## src/rtl/uart_rxq_pkg.sv

```systemverilog
package uart_rxq_pkg;
    parameter int unsigned RXQ_DATA_W = 9;

    typedef struct packed {
        logic                  perr;
        logic                  ferr;
        logic [RXQ_DATA_W-1:0] data;
    } rxq_entry_t;

    typedef enum logic [1:0] {
        IRQ_EACH_A = 2'b00,
        IRQ_EACH_B = 2'b01,
        IRQ_NEARLY = 2'b10,
        IRQ_FULL   = 2'b11
    } rxq_irq_mode_e;
endpackage

```

## src/rtl/rxq_store.sv

```systemverilog
module rxq_store
    import uart_rxq_pkg::*;
#(
    parameter int unsigned DEPTH = 4,
    localparam int unsigned PTR_W = $clog2(DEPTH),
    localparam int unsigned CNT_W = $clog2(DEPTH + 1)
) (
    input  logic             clk,
    input  logic             rst_n,
    input  logic             push,
    input  rxq_entry_t       push_ent,
    input  logic             pop,
    output rxq_entry_t       head_ent,
    output logic [CNT_W-1:0] count
);
    typedef struct packed {
        logic [PTR_W-1:0] wr;
        logic [PTR_W-1:0] rd;
        logic [CNT_W-1:0] cnt;
    } ptr_state_t;

    ptr_state_t st_d, st_q;
    rxq_entry_t mem_q [DEPTH];

    always_comb begin
        st_d = st_q;
        if (push) st_d.wr = st_q.wr + PTR_W'(1);
        if (pop)  st_d.rd = st_q.rd + PTR_W'(1);
        st_d.cnt = st_q.cnt + CNT_W'(push) - CNT_W'(pop);
    end

    always_ff @(posedge clk) begin
        if (!rst_n) st_q <= '0;
        else        st_q <= st_d;
    end

    always_ff @(posedge clk) begin
        if (push) mem_q[st_q.wr] <= push_ent;
    end

    assign head_ent = mem_q[st_q.rd];
    assign count    = st_q.cnt;
endmodule

```

## src/rtl/rxq_irq_sel.sv

```systemverilog
module rxq_irq_sel
    import uart_rxq_pkg::*;
#(
    parameter int unsigned DEPTH = 4,
    localparam int unsigned CNT_W = $clog2(DEPTH + 1)
) (
    input  logic             push,
    input  logic [1:0]       sel,
    input  logic [CNT_W-1:0] new_cnt,
    output logic             fire
);
    localparam logic [CNT_W-1:0] NEAR_LVL = CNT_W'(DEPTH - 1);
    localparam logic [CNT_W-1:0] FULL_LVL = CNT_W'(DEPTH);

    always_comb begin
        unique case (rxq_irq_mode_e'(sel))
            IRQ_NEARLY: fire = push && (new_cnt == NEAR_LVL);
            IRQ_FULL:   fire = push && (new_cnt == FULL_LVL);
            default:    fire = push;
        endcase
    end
endmodule

```

## src/rtl/uart_rx_fifo.sv

```systemverilog
module uart_rx_fifo
    import uart_rxq_pkg::*;
#(
    parameter int unsigned DEPTH  = 4,
    parameter int unsigned DATA_W = RXQ_DATA_W,
    localparam int unsigned CNT_W = $clog2(DEPTH + 1)
) (
    input  logic              clk,
    input  logic              rst_n,
    input  logic              char_valid,
    input  logic [DATA_W-1:0] char_data,
    input  logic              char_perr,
    input  logic              char_ferr,
    input  logic [1:0]        irq_sel,
    input  logic              rd_pop,
    input  logic              ovr_clr,
    output logic [DATA_W-1:0] rx_data,
    output logic              rx_perr,
    output logic              rx_ferr,
    output logic              data_avail,
    output logic              rx_irq,
    output logic              overrun
);
    localparam logic [CNT_W-1:0] FULL_LVL = CNT_W'(DEPTH);

    typedef struct packed {
        rxq_entry_t stage;
        logic       stage_vld;
        logic       ovr;
        logic       irq;
        rxq_entry_t shown;
    } top_state_t;

    top_state_t st_d, st_q;

    rxq_entry_t       in_ent, head_ent, push_ent, cur_ent;
    logic             push, pop_ok, room, take, fire;
    logic [CNT_W-1:0] cnt_q, new_cnt;

    rxq_store #(.DEPTH(DEPTH)) u_store (
        .clk      (clk),
        .rst_n    (rst_n),
        .push     (push),
        .push_ent (push_ent),
        .pop      (pop_ok),
        .head_ent (head_ent),
        .count    (cnt_q)
    );

    rxq_irq_sel #(.DEPTH(DEPTH)) u_irq (
        .push    (push),
        .sel     (irq_sel),
        .new_cnt (new_cnt),
        .fire    (fire)
    );

    always_comb begin
        in_ent.perr = char_perr;
        in_ent.ferr = char_ferr;
        in_ent.data = char_data;

        pop_ok   = rd_pop && (cnt_q != '0);
        room     = (cnt_q < FULL_LVL) || pop_ok;
        take     = !st_q.ovr && room;
        push     = 1'b0;
        push_ent = st_q.stage;
        st_d     = st_q;

        if (ovr_clr) st_d.ovr = 1'b0;

        if (st_q.stage_vld) begin
            if (take) begin
                push           = 1'b1;
                st_d.stage_vld = 1'b0;
            end
            if (char_valid && !st_q.ovr) begin
                if (take) begin
                    st_d.stage     = in_ent;
                    st_d.stage_vld = 1'b1;
                end else begin
                    st_d.ovr = 1'b1;
                end
            end
        end else if (char_valid && !st_q.ovr) begin
            if (take) begin
                push     = 1'b1;
                push_ent = in_ent;
            end else begin
                st_d.stage     = in_ent;
                st_d.stage_vld = 1'b1;
                st_d.ovr       = 1'b1;
            end
        end

        new_cnt    = cnt_q + CNT_W'(push) - CNT_W'(pop_ok);
        st_d.irq   = fire;
        cur_ent    = (cnt_q != '0) ? head_ent : st_q.shown;
        st_d.shown = cur_ent;
    end

    always_ff @(posedge clk) begin
        if (!rst_n) st_q <= '0;
        else        st_q <= st_d;
    end

    assign rx_data    = cur_ent.data;
    assign rx_perr    = cur_ent.perr;
    assign rx_ferr    = cur_ent.ferr;
    assign data_avail = (cnt_q != '0);
    assign rx_irq     = st_q.irq;
    assign overrun    = st_q.ovr;
endmodule

```

## config.mk

```make
export PLATFORM = sky130hd
export DESIGN_NAME = uart_rx_fifo
export DESIGN_NICKNAME = d
export VERILOG_FILES = /design/src/rtl/uart_rxq_pkg.sv /design/src/rtl/rxq_store.sv /design/src/rtl/rxq_irq_sel.sv /design/src/rtl/uart_rx_fifo.sv
export SDC_FILE = /design/constraint.sdc
export NUM_CORES = 1
export LEC_CHECK = 0
export BUFFER_PORTS_ARGS = -buffer_cell sky130_fd_sc_hd__clkbuf_2
export CAP_MARGIN = 30
export CORE_UTILIZATION = 63
export CTS_CLUSTER_SIZE = 28
export DETAILED_ROUTE_END_ITERATION = 12
export GPL_TIMING_DRIVEN = 1
export PLACE_DENSITY = 0.95
export REMOVE_ABC_BUFFERS = 1
export SETUP_SLACK_MARGIN = 0.4
export SYNTH_ARGS = -nofsm -noshare
export SYNTH_HDL_FRONTEND = slang
export SYNTH_HIERARCHICAL = 1
export SYNTH_SLANG_ARGS = --single-unit
```

## constraint.sdc

```tcl
create_clock -name clk -period 5.6 [get_ports clk]
set_input_delay 0.28 -clock clk [delete_from_list [all_inputs] [get_ports clk]]
set_output_delay 0.28 -clock clk [all_outputs]
set_load 0.02 [all_outputs]
```

# --- After elaboration in Yosys (flattened, before gate mapping) ---
# Memory sizes are Yosys's and may differ from the RTL's. A register that Yosys moved wholly into a read port is not among the register bits.
# Index checks and enable logic that the tools add are counted.
# W data, S select, Z words.
totals:
  memories: 1
  ff_bits: 32
  word_cells: 53
  ram_bits: 44
  in_bits: 18
  out_inout_bits: 14
mem_list:
  columns: ["memory", "words", "width", "read_ports", "rd_ports_with_merged_regs", "wr", "line_no", "source"]
  rows:
  - ["u_store.mem_q", 4, 11, 1, 1, 1, "rxq_store.sv:23", "rxq_entry_t mem_q [DEPTH];"]
classes:
  add_sub_neg: 4
  mux: 20
  magnitude_cmp: 1
  n_reduce_logical: 9
  n_eq_ne: 6
ops:
  columns: ["op", "n"]
  rows:
  - ["$mux W13", 4]
  - ["$mux W11", 4]
  - ["$mux W12", 1]
  - ["$mux W1", 8]
  - ["$logic_and A1 B1 Y1", 5]
  - ["$add A2 B1 Y2 const B", 2]
  - ["$eq A2 B2 Y1 const B", 2]
  - ["$mux W2", 2]
  - ["$add A3 B1 Y3", 1]
  - ["$eq A3 B2 Y1 const B", 1]
  - ["$eq A3 B3 Y1 const B", 1]
  - ["$lt A3 B3 Y1 const B", 1]
  - ["$reduce_and A3 Y1", 1]
  - ["$reduce_bool A3 Y1", 1]
  - ["$sub A3 B1 Y3", 1]
  - ["$ne A2 B1 Y1 const B", 1]
  - ["$ne A2 B2 Y1 const B", 1]
  - ["$pmux W1 S2", 1]
  - ["$logic_not A1 Y1", 1]
  - ["$logic_or A1 B1 Y1", 1]

# --- Logic depth before layout (Yosys ltp) ---
# Gate-level depths: netlist (run 1).
logic_depth:
  ltp_word: 12
  mapped_depth: 13

# --- By module ---
# The synthesis (run 1) kept the hierarchy.
modules_own_cells:
  columns: ["module", "area_each_um2", "n_inst", "cells_each"]
  rows:
  - ["rxq_store", 2043.2, 1, 101]
  - ["uart_rx_fifo", 1355.0, 1, 134]
  - ["rxq_irq_sel", 32.5, 1, 4]

# --- Least setup slack after synthesis (run 1) ---
# OpenSTA, ideal clock, no wires.
synth_timing:
  path_kind: "register -> register"
  startpoint: "register u_store.st_q (netlist bit u_store/count[2])"
  endpoint: "register st_q (netlist bit rx_irq)"
  setup_slack_ns: 2.650
  synth_period_minus_slack_ns: 2.950
  t_arrival_ns: 2.890
  setup_ns: 0.059
  path_stages_with_launch: 14
  path_buffers: 2
  required_ns: 5.541
  path_cell_list: "dfxtp_1 buf_4 nor3_2 buf_4 nor2b_1 ha_1 inv_1 ha_1 fa_1 xor2_1 xnor2_1 or4bb_1 a31oi_1 and2_1"
synth_between:
  elab_chain_cells: 12
  word_cells_on_any_way: 15
  cone_classes: "2 x add/sub; 1 x order compare; 2 x eq/ne; 4 x mux; 6 x reduce/logical"
synth_rtl:
  columns: ["element", "line_no", "source"]
  rows:
  - ["from (decl)", "rxq_store.sv:22", "ptr_state_t st_d, st_q;"]
  - ["from (signal assigned)", "rxq_store.sv:34", "else st_q <= st_d;"]
  - ["$reduce_bool A3 Y1 *", "uart_rx_fifo.sv:62", "pop_ok = rd_pop && (cnt_q != '0);"]
  - ["$logic_and A1 B1 Y1 *", "uart_rx_fifo.sv:62", null]
  - ["named net pop_ok", "uart_rx_fifo.sv:37", "logic push, pop_ok, room, take, fire;"]
  - ["$logic_or A1 B1 Y1", "uart_rx_fifo.sv:63", "room = (cnt_q < FULL_LVL) || pop_ok;"]
  - ["$logic_and A1 B1 Y1", "uart_rx_fifo.sv:64", "take = !st_q.ovr && room;"]
  - ["$mux W1", "uart_rx_fifo.sv:72, uart_rx_fifo.sv:85", null]
  - ["$mux W1", "uart_rx_fifo.sv:84", "end else if (char_valid && !st_q.ovr) begin"]
  - ["$mux W1", "uart_rx_fifo.sv:71", "if (st_q.stage_vld) begin"]
  - ["$add A3 B1 Y3", "uart_rx_fifo.sv:95", "new_cnt = cnt_q + CNT_W'(push) - CNT_W'(pop_ok);"]
  - ["$sub A3 B1 Y3 *", "uart_rx_fifo.sv:95", null]
  - ["named net new_cnt[2]", "uart_rx_fifo.sv:38", "logic [CNT_W-1:0] cnt_q, new_cnt;"]
  - ["$eq A3 B3 Y1 or $eq A3 B2 Y1 (tied branches)", "rxq_irq_sel.sv:18, rxq_irq_sel.sv:17", null]
  - ["$logic_and A1 B1 Y1 (on tied branches)", "rxq_irq_sel.sv:18, rxq_irq_sel.sv:17", null]
  - ["$pmux W1 S2 *", "rxq_irq_sel.sv:16", "unique case (rxq_irq_mode_e'(sel))"]
  - ["named net fire", "uart_rx_fifo.sv:37", null]
  - ["to (signal assigned)", "uart_rx_fifo.sv:103", "else st_q <= st_d;"]
  - ["to (decl)", "uart_rx_fifo.sv:34", "top_state_t st_d, st_q;"]
# The timed path passes the listed nets; every way through them passes the cells marked *.
# A chain may end at the register's enable or synchronous reset.

# --- Final worst setup path (run 1) ---
# Same ends and word-level chain as after synthesis.

==> metrics.cfg, run 1 <==
[flow_run]
drv_cap=0

[clocking]
cts_tree=built
clockRootBuffer=clkbuf_8
cts_resized=0
htreeDepth=3
cts_setup_buffers=0
hold_buffers=0
clk_path_buf_depth=2
clock_latency_ps=340
cts_made_buffers=9
clock-sinks=78
path_clk_slew_ps=80

[timing]
fin_crit_ps=3160
fin_crit_sh_pct=56.4
whs_ps=178
tightestPinTransition_ps=725
slew-limit-headroom_pct=51.6
clock_skew_ps=8.54
rsz0062_at_grt=no
fmax_mhz=316
setup-violations-final=0
tns_ps=0
slew_viol_final=0
finalHoldViolations=0

[global_routing]
grt_overflow=0
track_usage_pct=22.4
grt_antenna_before_repair=0
grt_max_degree=40
grt_pass1_wl_um=8790
grt_pass1_vias=1852

[worst_setup_path]
r2r_start=u_store/count[2]
worstPathCellList=nor3_2 > nor2b_1 > ha_1 > inv_1 > ha_1 > fa_1 > xor2_1 > xnor2_1 > or4bb_1 > a31oi_1 > and2_1
crit_path_max_incr_delay_ps=490
r2r-end=rx_irq
cp.required_ps=5880
r2r_slack_ps=2440
worst_setup_path_start_kind=flop
crit_arrival_ps=3440
worstRegToRegCells=11
cpMostUsedCell=ha_1
slowest_stage=nor3_2
crit_type=flop to flop
cp-end-kind=flop
crit_fanout=5

[logic_synthesis]
synthArstFlopShare_pct=0
yosys.area.top_type=edfxtp_1
syn_area_um2=3430
ys_seq_elements=78
ys_top_cells_by_area=edfxtp_1 39%, dfxtp_1 20%, mux4_2 6.6%
synth_edf_count=44
ys_types=36
netlist_instances=239
yosysSeqAreaShare_pct=58.4
ys.flop_type=edfxtp_1
yosysMostFrequentCell=edfxtp_1
synth_commonest_cells=44 x edfxtp_1, 34 x dfxtp_1, 22 x nand2_1
syn_avg_cell_area_um2=14.4
yosysWarnings=6
yosysTopAreaCellShare_pct=38.5

[routing]
drtPass1Iterations=4
detail-route-antenna-nets=0
dr_total_vias=1841
wirelength_um=5740
avgRoutedWirePerCell_um=17.0
drc=0
drt-initial-drc-count=136
via_per_inst=5.45

[die]
rows=26
core-area_um2=5170
ios=32
die_h_um=75.8
start_util_pct=66.3
dieArea_um2=5740
die_w_um=75.8

[cells_and_area]
final_nets=291
fin_cells=338
drive_gt1_share_pct=27.6
finish.utilization_pct=72.7
syn_to_final_growth_pct=9.59
fillCellCount=308
diodes=0

[place]
place.gp.congestion=0.743
numPortBuffers=31
dp_hpwl_um=3720
place_inst=322

[power_and_ir_drop]
p_per_area_nw_per_um2=485
p_leak_nw=1.47
power_mw=1.82
vdd_ir_drop_max_uv=187

[hold_path]
hp-start=char_data[7]
hold-path-cell-count=3
min_to=st_q[21]
worstHoldPathType=primary input to flop

[outcome]
status=finished clean

-- power breakdown --
part / leakage (nW) / internal, mW / switching, mW / total [mW]
sequential: 0.690 / 0.719 / 0.0641 / 0.783
combinational: 0.681 / 0.290 / 0.313 / 0.603
clock: 0.101 / 0.251 / 0.188 / 0.439
total: 1.47 / 1.26 / 0.565 / 1.82
-- area by class of cell --
cell class / count / area [um2] / area share, %
clock buffer: 12 / 135 / 3.59
clock inverter: 4 / 72.6 / 1.93
inverter: 14 / 52.6 / 1.40
multi-input combinational: 126 / 1230 / 32.7
sequential: 78 / 2000 / 53.2
tap: 70 / 87.6 / 2.33
timing repair buffer: 34 / 181 / 4.83
-- cells by family after synthesis --
| logic type | after synthesis | synth area share, % |
|---|---|---|
| XOR/XNOR | 6 | 1.97 |
| AND/OR/NAND/NOR | 58 | 9.23 |
| flip-flops | 78 | 58.4 |
| AO/OA/AOI/OAI | 7 | 1.39 |
| adder cells (fa/ha/maj) | 10 | 4.08 |
| multiplexers | 45 | 19.1 |
| buffers and inverters | 35 | 5.83 |
-- stage by stage --
stage | area [um2] | setup WS (ps)
after global placement | 3540 | 2050
after floorplan | 3280 | 2450
after CTS | 3760 | 2430
final | 3760 | 2440
after global routing | 3760 | 2290
after detailed placement | 3550 | 2520
-- worst max-delay path: cells and delay by family (launching register included) --
family | cells | cell delay, ps
fa+ha+maj | 3 | 900
flops | 1 | 370
simple gates | 4 | 1310
compound gates | 1 | 170
buf+inv | 1 | 40
xor+xnor | 2 | 330
-- worst max-delay path by stage --
stage	slack, ps	from	end
after detailed placement	2520	u_store/count[2]	rx_irq
after global routing	2290	u_store/count[2]	rx_irq
final	2440	u_store/count[2]	rx_irq
after floorplan	2450	u_store/count[2]	rx_irq
after CTS	2430	u_store/count[2]	rx_irq
after global placement	2050	u_store/count[2]	rx_irq
-- per-layer routing --
metal	vias up	track usage, %	wire length (um)
met4	0	14.6	110
li1	874	-	-
met3	13	5.69	273
met2	59	36.7	3060
met1	895	26.2	2300
met5	-	0	0
-- flip-flops by register name, indices dropped and copies added, names as in the netlist, named ones only --
register	count
u_store/mem_q	44
st_q	23
u_store/st_q	4
u_store/count	3
overrun	1
rx_irq	1
-- placed cells by master, fill, tap and decap left out, drive strengths merged, types with 2 or more instances in the layout --
cell type and instances:
nand2 22, nor2b 3, nor2 7, inv 14, nor3 2, xnor2 4, edfxtp 44, mux4 11
buf 3, mux2i 12, fa 2, dfxtp 34, bufinv 2, mux2 22, ha 8, o21ai 2
and2 19, clkbuf 43
(Power assumes the default switching activity.)
==> run 2: changes to the inputs <==
- CORE_UTILIZATION: 63 -> 58
- PLACE_DENSITY: 0.95 -> 0.9
- clock period: 5.6 -> 2.92 ns (I/O delays scaled with it)
==> run 2 against run 1 <==
  * Global-route usage decreased by 1.7 points
  * Critical endpoint unchanged
  * Highest routed layer unchanged
  * Largest power group unchanged
  * Setup slack got worse by 2100 ps
  * Worst hold slack got worse by 130 ps
  * Core utilization decreased by 4.2 points
==> metrics.cfg, run 2 (synthesized netlist as in run 1, its figures left out) <==
[outcome]
status=finished clean

[routing]
drc=0  ; unchanged
dr_total_vias=1875  ; +1.8%
drtPass1Iterations=4  ; unchanged
avgRoutedWirePerCell_um=16.5  ; -3.1%
via_per_inst=5.36  ; -1.6%
wirelength_um=5760  ; +0.37%
detail-route-antenna-nets=0  ; unchanged
drt-initial-drc-count=182  ; +34%

[clocking]
clockRootBuffer=clkbuf_8
clock-sinks=78  ; unchanged
htreeDepth=3  ; unchanged
hold_buffers=0  ; unchanged
clock_latency_ps=340  ; about the same
clk_path_buf_depth=2  ; unchanged
path_clk_slew_ps=80  ; about the same
cts_tree=built
cts_made_buffers=9  ; unchanged

[cells_and_area]
largest_register=u_store/mem_q
regArea_um2=2010  ; +0.38%
fillCellCount=372  ; +21%
final_nets=301  ; +3.4%
drive_gt1_share_pct=33.1  ; +5.5 points
final_common_cell=edfxtp_1
largest_register_ffs=44  ; unchanged
mostFrequentLayoutCells=44 x edfxtp_1, 31 x clkbuf_2, 30 x dfxtp_1, 22 x nand2_1, 19 x and2_1
multiInputGateArea_um2=1240  ; +1.1%
diodes=0  ; unchanged
syn_to_final_growth_pct=11.9
top_regs=u_store/mem_q (44), st_q (23), u_store/st_q (4)

[hold_path]
min_to=st_q[21]
hp-start=char_data[7]
worstHoldPathType=primary input to flop
hold-path-cell-count=3  ; unchanged

[timing]
fin_crit_sh_pct=89.2  ; +33 points
finalHoldViolations=0  ; unchanged
clock_skew_ps=12.1  ; +3.59 ps
setup-violations-final=0  ; unchanged
fin_crit_ps=2610  ; -554 ps
slew_viol_final=0  ; unchanged
fmax_mhz=384  ; +21%
tightestPinTransition_ps=703  ; -22.4 ps
whs_ps=53.1  ; -125 ps
slew-limit-headroom_pct=53.2  ; +1.6 points
rsz0062_at_grt=yes

[worst_setup_path]
r2r-end=rx_irq
crit_fanout=2  ; -3
cp.required_ps=3190  ; -2690 ps
cp-end-kind=flop
crit_type=flop to flop
slowest_stage=or4bb_1
crit_path_max_incr_delay_ps=470  ; -20 ps
r2r_start=u_store/count[2]
worstPathCellList=nor3_4 > nor2b_2 > ha_1 > inv_1 > ha_2 > fa_2 > xor2_1 > xnor2_1 > or4bb_1 > a31oi_1 > and2_1
worstRegToRegCells=11  ; unchanged
worst_setup_path_start_kind=flop
r2r_slack_ps=310  ; -2130 ps
crit_arrival_ps=2880  ; -560 ps

[power_and_ir_drop]
vdd_ir_drop_max_uv=459  ; +140%
power_mw=3.56  ; +95%
p_per_area_nw_per_um2=928  ; +91%
p_leak_nw=1.52  ; +3.1%

[die]
core-area_um2=5610  ; +8.4%
ios=32  ; unchanged
start_util_pct=61.2  ; -5.1 points
die_h_um=78.9  ; +4.1%
dieArea_um2=6230  ; +8.4%
die_w_um=78.9  ; +4.1%
rows=27  ; +3.8%

[place]
place.gp.congestion=0.726  ; -2.3%
dp_hpwl_um=3850  ; +3.5%
numPortBuffers=31  ; unchanged

[flow_run]
drv_cap=0  ; unchanged

[global_routing]
track_usage_pct=20.7  ; -1.7 points
grt_antenna_before_repair=0  ; unchanged
grt_max_degree=40  ; unchanged
grt_pass1_wl_um=9350  ; +6.4%
grt_pass1_vias=1947  ; +5.1%
grt_overflow=0  ; unchanged

run 2: metrics by stage:
step / area [um2] / worst slack, ps / setup TNS [ps] / utilization, % / std cells
after global placement: 3560 / 350 / 0 / 63.5 / 325
after detailed placement: 3560 / 257 / 0 / 63.5 / 325
after global routing: 3840 / 184 / 0 / 68.5 / 350
final: 3840 / 314 / 0 / 68.5 / 350
after CTS: 3830 / 394 / 0 / 68.4 / 350
after floorplan: 3280 / -234 / -234 / - / 218
run 2: area by class of cell:
type,count,area share [%]
Multi-Input combinational cell,126,32.4
Tap cell,72,2.35
Clock inverter,4,1.24
Inverter,14,1.37
Timing Repair Buffer,44,6.58
Sequential cell,78,52.3
Clock buffer,12,3.78
run 2: repair_timing:
| action | 4_1_cts | 5_1_grt |
|---|---|---|
| pin swaps | 3 | 3 |
| setup buffers | 9 | 0 |
| gates resized for setup | 6 | 3 |
| setup endpoints to repair | 1 | 2 |
run 2: routing by layer:
layer  GRT usage [%]  vias up  wire, um
li1                -      892         -
met1            24.0      918      2350
met2            35.5       52      2970
met3            4.37       13       272
met4            11.8        0       163
met5               0        -         0
run 2: how the worst max path moves through the flow:
stage / cells after the start / start / slack, ps / to
after detailed placement: 11 / u_store/count[2] / 260 / rx_irq
final: 11 / u_store/count[2] / 310 / rx_irq
after CTS: 11 / u_store/count[0] / 390 / rx_irq
after global routing: 11 / u_store/count[2] / 180 / rx_irq
after floorplan: 11 / u_store/count[2] / -230 / rx_irq
after global placement: 11 / u_store/count[2] / 350 / rx_irq
run 2: power breakdown:
part | internal, mW | switching (mW)
clock network | 0.416 | 0.364
logic | 0.656 | 0.624
registers | 1.39 | 0.118
total | 2.46 | 1.11
run 2: critical path, delay by kind of cell, from the launching register on:
| kind | cells | cell delay (ps) |
|---|---|---|
| flip-flops | 1 | 360 |
| AO/OA/AOI/OAI | 1 | 160 |
| AND/OR/NAND/NOR | 4 | 890 |
| adder cells (fa/ha/maj) | 3 | 790 |
| XOR/XNOR | 2 | 290 |
| buffers and inverters | 1 | 50 |
==> run 3: changes to the inputs <==
--- a/config.mk
+++ b/config.mk
@@ -7,5 +7,4 @@
 export LEC_CHECK = 0
 export BUFFER_PORTS_ARGS = -buffer_cell sky130_fd_sc_hd__clkbuf_2
-export CAP_MARGIN = 30
 export CORE_UTILIZATION = 58
 export CTS_CLUSTER_SIZE = 28
@@ -13,5 +12,4 @@
 export GPL_TIMING_DRIVEN = 1
 export PLACE_DENSITY = 0.9
-export REMOVE_ABC_BUFFERS = 1
 export SETUP_SLACK_MARGIN = 0.4
 export SYNTH_ARGS = -nofsm -noshare
==> constraint.sdc (replaced) <==
create_clock -name clk -period 2.92 [get_ports clk]
set_input_delay 0.584 -clock clk [delete_from_list [all_inputs] [get_ports clk]]
set_output_delay 0.584 -clock clk [all_outputs]
set_load 0.02 [all_outputs]
==> run 3 against run 2 <==
  * Largest power group unchanged
  * Clock power up 9.6%
  * Non-clock buffer count decreased by 3
  * Global-route usage is 0.69 points lower
==> metrics.cfg, run 3 (synthesized netlist as in run 1, its figures left out) <==
[hold_path]
worstHoldPathType=flop to flop
hp-start=st_q[16]

[power_and_ir_drop]
p_per_area_nw_per_um2=931  ; +0.29%
vdd_ir_drop_max_uv=571  ; +24%
p_leak_nw=1.52  ; +0.30%

[cells_and_area]
final_nets=298  ; -1.0%
mostFrequentLayoutCells=44 x edfxtp_1, 31 x clkbuf_2, 30 x dfxtp_1, 22 x nand2_1, 19 x and2_1
largest_register=u_store/mem_q
final_common_cell=edfxtp_1
diodes=0  ; unchanged
drive_gt1_share_pct=32.7  ; -0.37 points
top_regs=u_store/mem_q (44), st_q (23), u_store/st_q (4)
fin_cells=347  ; -0.86%
largest_register_ffs=44  ; unchanged
syn_to_final_growth_pct=12.6

[die]
core-area_um2=5610  ; unchanged
die_h_um=78.9  ; unchanged
dieArea_um2=6230  ; unchanged
ios=32  ; unchanged
rows=27  ; unchanged
start_util_pct=61.2  ; unchanged
die_w_um=78.9  ; unchanged

[clocking]
clk_path_buf_depth=2  ; unchanged
clock-sinks=78  ; unchanged
cts_tree=built
htreeDepth=3  ; unchanged
cts_made_buffers=9  ; unchanged
path_clk_slew_ps=70  ; about the same
clockRootBuffer=clkbuf_8
clock_latency_ps=340  ; about the same

[timing]
slew-limit-headroom_pct=55.8  ; +2.7 points
rsz0062_at_grt=yes
fin_crit_sh_pct=87.5  ; -1.8 points
tns_ps=0  ; unchanged
tightestPinTransition_ps=663  ; -39.9 ps
fin_crit_ps=2550  ; -51.5 ps
fmax_mhz=392  ; +2.0%
finalHoldViolations=0  ; unchanged
layout_setup_ws_ps=366  ; +51.5 ps
clock_skew_ps=7.55  ; -4.58 ps
setup-violations-final=0  ; unchanged
slew_viol_final=0  ; unchanged

[global_routing]
track_usage_pct=20.0  ; -0.69 points
grt_pass1_wl_um=8890  ; -4.9%
grt_antenna_before_repair=0  ; unchanged
grt_max_degree=40  ; unchanged
grt_pass1_vias=1831  ; -6.0%
grt_overflow=0  ; unchanged

[worst_setup_path]
slowest_stage=or4bb_1
worst_setup_path_start_kind=flop
crit_start=u_store/count[0]
cp.required_ps=3210  ; +20 ps
worstPathCellList=nor3_4 > nor2b_4 > ha_1 > inv_1 > ha_2 > fa_2 > xor2_1 > xnor2_1 > or4bb_1 > a31oi_1 > and2_1
crit_fanout=2  ; unchanged
crit_type=flop to flop
crit_arrival_ps=2840  ; -40 ps
crit_path_max_incr_delay_ps=480  ; about the same
r2r_start=u_store/count[0]
cp-end-kind=flop

[routing]
wirelength_um=5580  ; -3.1%
detail-route-antenna-nets=0  ; unchanged
drc=0  ; unchanged
dr_total_vias=1812  ; -3.4%
routedLengthMet1_um=2450  ; +4.2%
avgRoutedWirePerCell_um=16.1  ; -2.2%
wl_met2_um=2780  ; -6.6%
wl_met3_um=296  ; +8.8%
via_per_inst=5.22  ; -2.5%
drt-initial-drc-count=113  ; -38%
top_layer=met4
drtPass1Iterations=5  ; +1

[outcome]
status=finished clean

[place]
place.gp.congestion=0.727  ; +0.14%
place_inst=326  ; +0.31%
dp_hpwl_um=3660  ; -5.0%
numPortBuffers=31  ; unchanged
post-place-ws_ps=150  ; -108 ps

[flow_run]
drv_cap=0  ; unchanged

[logic_synthesis]
syn-num-nets=267

-- run 3: changes by cell type in the layout (fill, tap and decap cells not counted), sizes merged --
cell,delta
bufinv,+1
clkbuf,-2
clkinv,+1
buf,-3
-- run 3: path summary, 6_finish.rpt --
check                  end  slack, ps  cells past startpoint
hold reg to reg   st_q[16]        460                      2
setup / recovery    rx_irq        370                     11
hold / removal    st_q[16]        460                      2
setup reg to reg    rx_irq        370                     11
-- run 3: critical path, delay by kind of cell (launching register included) --
kind / cells / cell delay, ps
flops: 1 / 340
buf+inv: 1 / 50
xor+xnor: 2 / 290
fa+ha+maj: 3 / 800
simple gates: 4 / 900
compound gates: 1 / 130
-- run 3: layout make-up --
type | instances | area [um2]
Timing Repair Buffer | 41 | 246
Multi-Input combinational cell | 126 | 1250
Inverter | 14 | 52.6
Sequential cell | 78 | 2010
Fill cell | 392 | 1750
Tap cell | 72 | 90.1
Clock buffer | 10 | 128
Clock inverter | 6 | 86.3
-- run 3: power by group --
part / total, mW / internal, mW / switching, mW
clock network: 0.855 / 0.480 / 0.375
registers: 1.48 / 1.39 / 0.0936
logic: 1.26 / 0.627 / 0.632
total: 3.60 / 2.49 / 1.10
-- run 3: through the flow --
step,area (um2),hold WS (ps),utilization [%],power (mW)
finish,3860,461,68.9,3.60
global route,3860,481,68.9,3.79
CTS,3830,462,68.4,3.59
detailed placement,3580,452,63.9,2.70
global placement,3580,440,63.9,2.63
floorplan,3460,432,-,2.55
-- run 3: timing repair --
action,4_1_cts,5_1_grt
resized for setup,7,0
pin swaps,1,0
setup endpoints to repair,9,7
hold buffers,0,0
buffers inserted,3,2
-- run 3: routing by layer --
| metal | global-route usage (%) | vias up |
|---|---|---|
| met5 | 0 | - |
| met4 | 10.7 | 0 |
| met3 | 3.68 | 7 |
| met2 | 34.1 | 42 |
| met1 | 24.0 | 874 |
| li1 | - | 889 |
